--- src/rtl/bsq_pkg.sv ---
package bsq_pkg;
   typedef enum logic [1:0] {
      WALK_UP_AFTER  = 2'b00,
      WALK_UP_BEFORE = 2'b01,
      WALK_DN_AFTER  = 2'b10,
      WALK_DN_BEFORE = 2'b11
   } walk_mode_e;

   typedef enum logic [1:0] {
      SQ_IDLE = 2'd0,
      SQ_RUN  = 2'd1,
      SQ_FIN  = 2'd2
   } seq_state_e;
endpackage

--- src/rtl/bsq_lowbit.sv ---
module bsq_lowbit #(
   parameter int N  = 16,
   parameter int IW = $clog2(N)
) (
   input  logic [N-1:0]  vec,
   output logic [IW-1:0] idx
);
   logic [N-1:0] iso;

   assign iso = vec & (~vec + N'(1));

   for (genvar b = 0; b < IW; b++) begin : g_bit
      logic [N-1:0] col;
      for (genvar j = 0; j < N; j++) begin : g_col
         assign col[j] = ((j >> b) & 1) == 1;
      end
      assign idx[b] = |(iso & col);
   end
endmodule

--- src/rtl/bsq_popcnt.sv ---
module bsq_popcnt #(
   parameter int N  = 16,
   parameter int CW = $clog2(N + 1)
) (
   input  logic [N-1:0]  vec,
   output logic [CW-1:0] count
);
   always_comb begin
      count = '0;
      for (int i = 0; i < N; i++) begin
         count = count + CW'(vec[i]);
      end
   end
endmodule

--- src/rtl/bsq_addr_plan.sv ---
module bsq_addr_plan
   import bsq_pkg::*;
#(
   parameter int AW = 32,
   parameter int CW = 5
) (
   input  logic [AW-1:0] base,
   input  logic [CW-1:0] count,
   input  walk_mode_e    mode,
   output logic [AW-1:0] first_addr,
   output logic [AW-1:0] final_base
);
   logic [AW-1:0] span;

   assign span = AW'(count) << 2;

   always_comb begin
      unique case (mode)
         WALK_UP_AFTER:  first_addr = base;
         WALK_UP_BEFORE: first_addr = base + AW'(4);
         WALK_DN_AFTER:  first_addr = base - span + AW'(4);
         default:        first_addr = base - span;
      endcase
      final_base = mode[1] ? (base - span) : (base + span);
   end
endmodule

--- src/rtl/bsq_store_seq.sv ---
module bsq_store_seq
   import bsq_pkg::*;
#(
   parameter int NREG = 16,
   parameter int AW   = 32,
   parameter int DW   = 32
) (
   input  logic                     clk,
   input  logic                     rst_n,
   input  logic                     cmd_valid,
   output logic                     cmd_ready,
   input  logic [NREG-1:0]          cmd_mask,
   input  logic [AW-1:0]            cmd_base,
   input  logic [1:0]               cmd_mode,
   input  logic                     cmd_wback,
   input  logic                     cmd_user,
   input  logic [$clog2(NREG)-1:0]  cmd_base_idx,
   input  logic                     cmd_align_chk,
   output logic [$clog2(NREG)-1:0]  rd_idx,
   output logic                     rd_user,
   input  logic [DW-1:0]            rd_data,
   output logic                     wr_valid,
   input  logic                     wr_ready,
   output logic [AW-1:0]            wr_addr,
   output logic [DW-1:0]            wr_data,
   output logic                     wr_undef,
   input  logic                     wr_abort,
   output logic                     done,
   output logic                     wb_valid,
   output logic [AW-1:0]            wb_value,
   output logic                     err_empty,
   output logic                     err_align,
   output logic                     aborted
);
   localparam int IW = $clog2(NREG);
   localparam int CW = $clog2(NREG + 1);

   if (NREG < 2 || (1 << IW) != NREG) begin : g_bad_nreg
      $error("bsq_store_seq: NREG must be a power of two of at least 2");
   end
   if (AW < 3) begin : g_bad_aw
      $error("bsq_store_seq: AW must be at least 3");
   end
   if (DW < 1) begin : g_bad_dw
      $error("bsq_store_seq: DW must be positive");
   end

   seq_state_e     state_q;
   logic [NREG-1:0] rem_q;
   logic [AW-1:0]  addr_q;
   logic [AW-1:0]  wbv_q;
   logic           wbk_q;
   logic           user_q;
   logic           undef_en_q;
   logic [IW-1:0]  bidx_q;
   logic           st_wb_q;
   logic           st_empty_q;
   logic           st_align_q;
   logic           st_abort_q;

   logic [CW-1:0]  sel_count;
   logic [IW-1:0]  first_idx;
   logic [IW-1:0]  cur_idx;
   logic [AW-1:0]  plan_first;
   logic [AW-1:0]  plan_final;
   logic           fire;
   logic           beat_ok;
   logic           last_beat;
   logic           base_late;

   bsq_popcnt #(.N(NREG), .CW(CW)) u_count (
      .vec   (cmd_mask),
      .count (sel_count)
   );

   bsq_lowbit #(.N(NREG), .IW(IW)) u_first (
      .vec (cmd_mask),
      .idx (first_idx)
   );

   bsq_lowbit #(.N(NREG), .IW(IW)) u_cur (
      .vec (rem_q),
      .idx (cur_idx)
   );

   bsq_addr_plan #(.AW(AW), .CW(CW)) u_plan (
      .base       (cmd_base),
      .count      (sel_count),
      .mode       (walk_mode_e'(cmd_mode)),
      .first_addr (plan_first),
      .final_base (plan_final)
   );

   assign cmd_ready = (state_q == SQ_IDLE);
   assign fire      = cmd_valid && cmd_ready;
   assign wr_valid  = (state_q == SQ_RUN);
   assign beat_ok   = wr_valid && wr_ready && !wr_abort;
   assign last_beat = (rem_q & (rem_q - NREG'(1))) == '0;
   assign base_late = cmd_wback && !cmd_user && cmd_mask[cmd_base_idx]
                      && (cmd_base_idx != first_idx);

   assign rd_idx    = cur_idx;
   assign rd_user   = user_q;
   assign wr_addr   = addr_q;
   assign wr_data   = rd_data;
   assign wr_undef  = wr_valid && undef_en_q && (cur_idx == bidx_q);

   assign done      = (state_q == SQ_FIN);
   assign wb_valid  = done && st_wb_q;
   assign wb_value  = wbv_q;
   assign err_empty = done && st_empty_q;
   assign err_align = done && st_align_q;
   assign aborted   = done && st_abort_q;

   always_ff @(posedge clk or negedge rst_n) begin
      if (!rst_n) begin
         state_q    <= SQ_IDLE;
         rem_q      <= '0;
         addr_q     <= '0;
         wbv_q      <= '0;
         wbk_q      <= 1'b0;
         user_q     <= 1'b0;
         undef_en_q <= 1'b0;
         bidx_q     <= '0;
         st_wb_q    <= 1'b0;
         st_empty_q <= 1'b0;
         st_align_q <= 1'b0;
         st_abort_q <= 1'b0;
      end else begin
         unique case (state_q)
            SQ_IDLE: begin
               if (fire) begin
                  st_wb_q    <= 1'b0;
                  st_empty_q <= 1'b0;
                  st_align_q <= 1'b0;
                  st_abort_q <= 1'b0;
                  user_q     <= cmd_user;
                  if (cmd_mask == '0) begin
                     st_empty_q <= 1'b1;
                     state_q    <= SQ_FIN;
                  end else if (cmd_align_chk && (cmd_base[1:0] != 2'b00)) begin
                     st_align_q <= 1'b1;
                     state_q    <= SQ_FIN;
                  end else begin
                     rem_q      <= cmd_mask;
                     addr_q     <= {plan_first[AW-1:2], 2'b00};
                     wbv_q      <= plan_final;
                     wbk_q      <= cmd_wback && !cmd_user;
                     undef_en_q <= base_late;
                     bidx_q     <= cmd_base_idx;
                     state_q    <= SQ_RUN;
                  end
               end
            end
            SQ_RUN: begin
               if (wr_ready && wr_abort) begin
                  st_abort_q <= 1'b1;
                  state_q    <= SQ_FIN;
               end else if (beat_ok) begin
                  rem_q  <= rem_q & (rem_q - NREG'(1));
                  addr_q <= addr_q + AW'(4);
                  if (last_beat) begin
                     st_wb_q <= wbk_q;
                     state_q <= SQ_FIN;
                  end
               end
            end
            default: state_q <= SQ_IDLE;
         endcase
      end
   end
endmodule

--- config.mk ---
export PLATFORM = sky130hd
export DESIGN_NAME = bsq_store_seq
export DESIGN_NICKNAME = d
export VERILOG_FILES = /design/src/rtl/bsq_pkg.sv /design/src/rtl/bsq_lowbit.sv /design/src/rtl/bsq_popcnt.sv /design/src/rtl/bsq_addr_plan.sv /design/src/rtl/bsq_store_seq.sv
export SDC_FILE = /design/constraint.sdc
export NUM_CORES = 1
export LEC_CHECK = 0
export ABC_CLOCK_PERIOD_IN_PS = 3340
export BUFFER_PORTS_ARGS = -buffer_cell sky130_fd_sc_hd__buf_2
export CORE_MARGIN = 1.5
export CORE_UTILIZATION = 31
export DETAILED_ROUTE_END_ITERATION = 12
export HOLD_SLACK_MARGIN = 0.08
export PLACE_DENSITY_LB_ADDON = 0.2
export SLEW_MARGIN = 20
export SYNTH_ARGS = -nofsm -noshare
export SYNTH_HDL_FRONTEND = slang
export SYNTH_SLANG_ARGS = --single-unit
export TNS_END_PERCENT = 5
--- constraint.sdc ---
create_clock -name clk -period 3.34 [get_ports clk]
set_clock_uncertainty 0.1 [all_clocks]
set_input_delay 0.334 -clock clk [delete_from_list [all_inputs] [get_ports clk]]
set_output_delay 0.334 -clock clk [all_outputs]
set_load 0.05 [all_outputs]
# Word-level counts from Yosys, hierarchy flattened
# Cells that the tools add are included.
# word_totals
elab_cells	127
inputBits	94
ff_bits	93
output_inout_bits	109
# op_classes
reduce_logical	36
n_mux	33
eq_ne	15
bitwise_logic	7
order_cmp	1
add_sub_neg	23
# ops
cell	n
2-to-1 mux 32 bit	6
adder 32 x 3 -> 32 bit, second input constant	3
one-hot mux 32 bit (3 select lines)	1
2-to-1 mux 16 bit	5
adder 5 x 1 -> 5 bit	14
one-hot mux 32 bit (2 select lines)	1
OR reduction 8 bit	8
AND 16 bit	3
adder 16 x 1 -> 16 bit, second input constant	2
adder 32 x 7 -> 32 bit	1
zero test 16 bit	2
NOT 16 bit	2
one-hot mux 16 bit (2 select lines)	1
subtractor 32 x 7 -> 32 bit	1
subtractor 16 x 1 -> 16 bit, second input constant	1
logical AND 1 bit	14
2-to-1 mux 2 bit	6
2-to-1 mux 1 bit	9
!= test 2 x 1 -> 1 bit, second input constant	4
!= test 2 bit, second input constant	3
!= test 3 x 1 -> 1 bit, second input constant	2
AND reduction 3 bit	2
AND reduction 6 bit	1
less-than comparator 4 x 5 -> 1 bit, second input constant	1
15 further kinds	22

# Logic depth before layout (Yosys ltp)
# logic_depth
depth_word	22
mapped_depth	27
depth_no_buf	26

# Hierarchy
# From an unflattened synthesis, not the netlist that was laid out.
# hier_totals
cells_unflattened	1248
hier_area_um2	9359.0
# modules_own_cells
mod	n_inst	area_per_inst_um2	seq_area_each_um2	cells_each
bsq_store_seq	1	5008.6	2277.2	587
bsq_addr_plan	1	3604.7	0.0	556
bsq_popcnt	1	407.9	0.0	47
bsq_lowbit	2	168.9	0.0	29

# Worst setup path before layout
# No wires, ideal clock.
# synth_path
path_type	input to register
startpoint	input cmd_mask[0]
endpoint	register addr_q[31], in the netlist wr_addr[31]
required_ns	3.116
setup_time_ns	0.124
slack_ns	-3.296
path_stages	21
path_buffers	1
arrival_ns	6.412
path_cell_list	inv_1 ha_1 inv_1 fa_1 fa_1 fa_1 fa_1 fa_1 fa_1 xnor2_1 inv_1 ha_1 clkbuf_1 o311a_4 or4_4 a222oi_1 nand4_2 nor3_4 nand4_1 xnor2_1 a211o_1
# synth_between
elab_chain_len	22
word_cells_on_any_way	25
cone_classes	17 x add/sub; 1 x eq/ne; 5 x mux; 2 x reduce/logical
# synth_lines
item	line_no	rtl
from (decl)	bsq_store_seq.sv:12	input logic [NREG-1:0] cmd_mask,
adder 1 x 1 -> 2 bit	bsq_popcnt.sv:11	count = count + CW'(vec[i]);
adder 5 x 1 -> 5 bit (14 in a row)	bsq_popcnt.sv:11	
subtractor 32 x 7 -> 32 bit	bsq_addr_plan.sv:21, bsq_addr_plan.sv:22	
adder 32 x 3 -> 32 bit	bsq_addr_plan.sv:21	WALK_DN_AFTER: first_addr = base - span + AW'(4);
one-hot mux 32 bit (3 select lines)	bsq_addr_plan.sv:18	unique case (mode)
2-to-1 mux 32 bit	bsq_store_seq.sv:141	end else if (cmd_align_chk && (cmd_base[1:0] != 2'b00)) begin
2-to-1 mux 32 bit	bsq_store_seq.sv:138	if (cmd_mask == '0) begin
2-to-1 mux 32 bit	bsq_store_seq.sv:132	if (fire) begin
one-hot mux 32 bit (2 select lines)	bsq_store_seq.sv:130	unique case (state_q)
to (signal assigned)	bsq_store_seq.sv:146	addr_q <= {plan_first[AW-1:2], 2'b00};
to (signal assigned)	bsq_store_seq.sv:161	addr_q <= addr_q + AW'(4);
to (decl)	bsq_store_seq.sv:50	logic [AW-1:0] addr_q;
# Parallel ways exist; a longest one is shown, timed or not. The select of a mux whose other input is x is not followed.
# A chain may end at the register's enable or synchronous reset.

# Worst setup path in the final report
# layout_path
startpoint	input cmd_mask[1]
endpoint	register addr_q[27], in the netlist wr_addr[27]
# Same word-level chain as after synthesis.

==> results.env <==
OUTCOME='complete, but fails checks'
VIOLATIONS='negative setup slack'
PWR_DENSITY_CELL_mW_PER_MM2=850
TIMING.CRITICAL_PATH.TO_TYPE='flop'
NUMBER_OF_BUFFERS_INSERTED_DURING_CLOCK_TREE_SYNTHESIS=9
GRT_MAX_DEGREE=45
LAYOUT-AREA-OVERHEAD-VS-SYNTH_PCT=38.3
OVERFLOW=0
YS_DOMINANT_REG_CELL='sky130_fd_sc_hd__dfrtp_1'
YOSYSUNIQUECELLTYPES=90
CRITPATHSLOWESTCELL='sky130_fd_sc_hd__fa_1'
CRIT_ARRIVAL_NS=6.28
TIMING.SETUP.CRITICAL_PATH_CLASS='in2reg'
HPWL_UM=28200
DRTPASS1ITERATIONS=5
TIMING.FMAX_MHz=163
DRT_WL_TOTAL_UM=35600
NETS=1653
WORST_SETUP_SLACK_AFTER_LAYOUT_NS=-2.78
PLACED_CELLS_INCL_TAPS=1896
YOSYS_REGISTER_BITS=91
POST_SYNTH_MAIN_AREA_CONTRIBUTORS='sky130_fd_sc_hd__dfrtp_1 (25%), sky130_fd_sc_hd__o21ai_0 (6.3%), sky130_fd_sc_hd__nand2_1 (6.0%), sky130_fd_sc_hd__xnor2_1 (5.0%), sky130_fd_sc_hd__a21oi_1 (4.6%)'
POST-SYNTH-TOP-COUNT-CELL='sky130_fd_sc_hd__nand2_1'
WIRE_PER_INST_UM=18.6
PLACEMENTROWS=63
CRIT_PATH_MAX_CELL_DELAY_NS=0.53
POWER_mW=10.9
SYNTH_CELLS=1236
CTS_HTREE_LEVELS=3
AREA_TAKEN_BY_MULTI_INPUT_LOGIC_GATES_MM2=0.00678
HOLD_PATH.CLASS='in2reg'
DRV_CAP=0
FINALMAXSLEWVIOLATIONS=0
MAX_SLEW.WORST_PIN.SLEW_NS=0.620
NUMBER_OF_WARNINGS_ISSUED_BY_YOSYS=0
SYNTH.AVG_CELL_AREA_UM2=7.50
DIODES=0
PIN_COUNT=203
GRT_ANTENNA_BEFORE_REPAIR=0
TIMING.SLEW.HEADROOM_PCT=58.7
CELL_TYPE_WITH_THE_LARGEST_TOTAL_AREA_AFTER_SYNTHESIS='sky130_fd_sc_hd__dfrtp_1'
FINAL_DESIGN_AREA_NO_FILL_MM2=0.0128
LAYOUT.FILLER_CELLS=3056
SYNTH.CELLS.MOST_FREQUENT='sky130_fd_sc_hd__nand2_1 (149), sky130_fd_sc_hd__o21ai_0 (117), sky130_fd_sc_hd__dfrtp_1 (91)'
FIRST_GLOBAL_VIAS=10006
GRTUSAGETOTAL_PCT=23.3
RR_WORST_DEPTH=9
VIAS_PER_CELL=5.39
SYN-CELL-AREA_MM2=0.00927
SYNTH_TOP_AREA_SHARE_PCT=24.6
FINAL-SEQ-AREA_MM2=0.00228
CLK_PIN_SLEW_WORST_PATHS_NS=0.08
CLOCK_PATH_BUFFERS=2
POST_ROUTE_CELLS_DRIVE_ABOVE_1_SHARE_PCT=34.3
FINAL.PERIOD_UTILIZATION_PCT=183
TRITONCTS='yes'
CLOCK_SINKS=91
HOLDPATHSTAGES=2
SETUP-VIOLATIONS-FINAL=60
GPL.FINAL_WEIGHTED_CONGESTION=0.945
P_LEAK_nW=5.50
DRT_FIRST_ITER_VIOLATIONS=631
CLKLATENCYLATEPIN_NS=0.38
VIAS=10353
POST-ROUTE-DRC-COUNT=0
FP.DIEH_UM=176
CRIT_PATH_CELL_TRACE='buf_12, inv_12, ha_4, inv_2, fa_1, fa_2, fa_1, fa_1, fa_2, fa_2, inv_2, buf_6, fa_2, nor2_4, o311a_4, or4_4, a222oi_1, buf_4, nand4_4, nor3_4, buf_6, nand3_2, a221oi_2, o22ai_1'
TIMING.CRITICAL_PATH.MODE_CELL='sky130_fd_sc_hd__fa_2'
ASYNC_SET_OR_RESET_REGISTER_RATIO_AFTER_SYNTHESIS_PCT=100
RSZ_0062_RAISED_AFTER_GLOBAL_ROUTING='true'
FIN_TNS_SETUP_NS=-133.21
GRT_PASS1_WL_UM=56100
DIEWIDTH_UM=176
SETUP.WORST_PATH.START_CLASS='primary input'
FINISH.CELL_COUNT_WITHOUT_FILLERS=1919
FLOORPLAN.INITIALDENSITY_PCT=31.4
FINALCOREUTILIZATION_PCT=43.4
CRIT_PATH_MAX_FANOUT=6
FLOORPLAN.DIE_AREA_MM2=0.0309
SYNTH_ENABLE_FLOP_CELLS=0
HOLD_VIOLATIONS=0
BUFFER_PORTS.INSERTED=136
CLOCK_TREE.ROOT_CELL='sky130_fd_sc_hd__clkbuf_16'
CORE_MM2=0.0296
VDD_IR_DROP_MAX_uV=470
FINAL_CRITICAL_PATH_REQUIRED_PERIOD_NS=6.12
CRITICAL_PATH_REQUIRED_NS=3.50
ANT_NETS_AFTER_ROUTE=0
DETAILED_PLACE.AREA_MM2=0.0118
SYNTH.YOSYS.SEQ_AREA_SHARE_PCT=24.6
## per-stage QoR
| step | hold slack (ns) | setup WS, ns |
|---|---|---|
| global placement | 0.295 | -3.36 |
| floorplan | -0.0616 | -3.06 |
| detailed placement | 0.291 | -3.41 |
| finish | 0.100 | -2.78 |
| CTS | 0.0840 | -2.84 |
| global route | 0.0898 | -3.06 |
## final cells by class
cell class,instances,share of cell area (%)
clock inverter,7,0.888
multi-input combinational,976,52.9
tap,390,3.81
sequential,91,17.8
inverter,56,1.80
timing repair buffer,390,21.1
clock buffer,9,1.76
## worst max-delay path, delay by kind of cell
| family | cells | cell delay [ns] |
|---|---|---|
| adder cells (fa/ha/maj) | 8 | 3.22 |
| buffers and inverters | 7 | 0.72 |
| AND/OR/NAND/NOR | 5 | 0.99 |
| AO/OA/AOI/OAI | 4 | 0.99 |
## final timing paths
path / start / to / slack, ns
worst max register to register: rem_q[2]$_DFFE_PN0P_ / state_q[0]$_DFFE_PN0P_ / 0.46
worst max-delay path: cmd_mask[1] / wr_addr[27]$_DFFE_PN0P_ / -2.78
worst min register to register: wb_value[27]$_DFFE_PN0P_ / wb_value[27]$_DFFE_PN0P_ / 0.37
worst min-delay path: cmd_user / rd_user$_DFFE_PN0P_ / 0.1
max in group asynchronous: rst_n / wb_value[26]$_DFFE_PN0P_ / 1.84
min in group asynchronous: rst_n / bidx_q[1]$_DFFE_PN0P_ / 0.41
## where the power goes
group          internal [mW]  switching [mW]
Clock                  0.680           0.543
Sequential              1.62           0.532
Combinational           2.90            4.62
Total                   5.20            5.69
## logic make-up (layout without fill, tap and decap cells)
logic type	Yosys count	after routing	synth area share (%)
simple gates	484	484	26.8
compound gates	362	362	24.8
buf+inv	170	462	8.49
flops	91	91	24.6
xor+xnor	82	82	7.75
fa+ha+maj	36	36	5.81
mux	10	10	1.78
other cells	1	2	0.0405
## metal layers
layer	up-vias	GRT usage, %	wire [um]
met5	-	0	0
li1	5023	-	-
met2	330	36.1	15800
met4	0	7.66	887
met3	50	3.85	2160
met1	4950	32.9	16800
## state kept, by name, summed over array words and instances, names as in the netlist
name / flops
wb_value: 32
wbk_q: 1
wr_addr: 30
bidx_q: 4
st_wb_q: 1
undef_en_q: 1
st_abort_q: 1
rem_q: 16
st_empty_q: 1
state_q: 2
st_align_q: 1
rd_user: 1
## repair_timing
item | 4_1_cts | 5_1_grt
buffers inserted | 3 | 2
hold endpoints to repair | 44 | 0
setup endpoints to repair | 61 | 61
gates resized for setup | 116 | 10
cloned | 0 | 0
pin swaps | 40 | 2
hold buffers | 3 | 0
## cell usage in the layout (no fill, tap or decap), drive strengths merged, types with 4 or more instances in the layout
| cell | count |
|---|---|
| nor3b | 10 |
| o31a | 7 |
| nand2 | 149 |
| nand4 | 25 |
| nand2b | 11 |
| a31oi | 21 |
| a21o | 10 |
| nor4 | 31 |
| ha | 23 |
| or3 | 11 |
| o21ai | 121 |
| nor3 | 37 |
| and4 | 4 |
| or4 | 11 |
| and2 | 11 |
| or2 | 9 |
| o311ai | 5 |
| a211oi | 14 |
| inv | 61 |
| a221o | 4 |
| mux4 | 5 |
| nor2 | 91 |
| o311a | 4 |
| fa | 12 |
| a21oi | 86 |
| nor2b | 10 |
| and3 | 16 |
| a221oi | 7 |
| o211ai | 5 |
| buf | 387 |
| nand3 | 52 |
| xnor2 | 53 |
| o31ai | 18 |
| o22ai | 14 |
| xor2 | 29 |
| dfrtp | 91 |
| a22oi | 5 |
| clkbuf | 9 |
No activity file was read; power rests on OpenSTA's default activity.
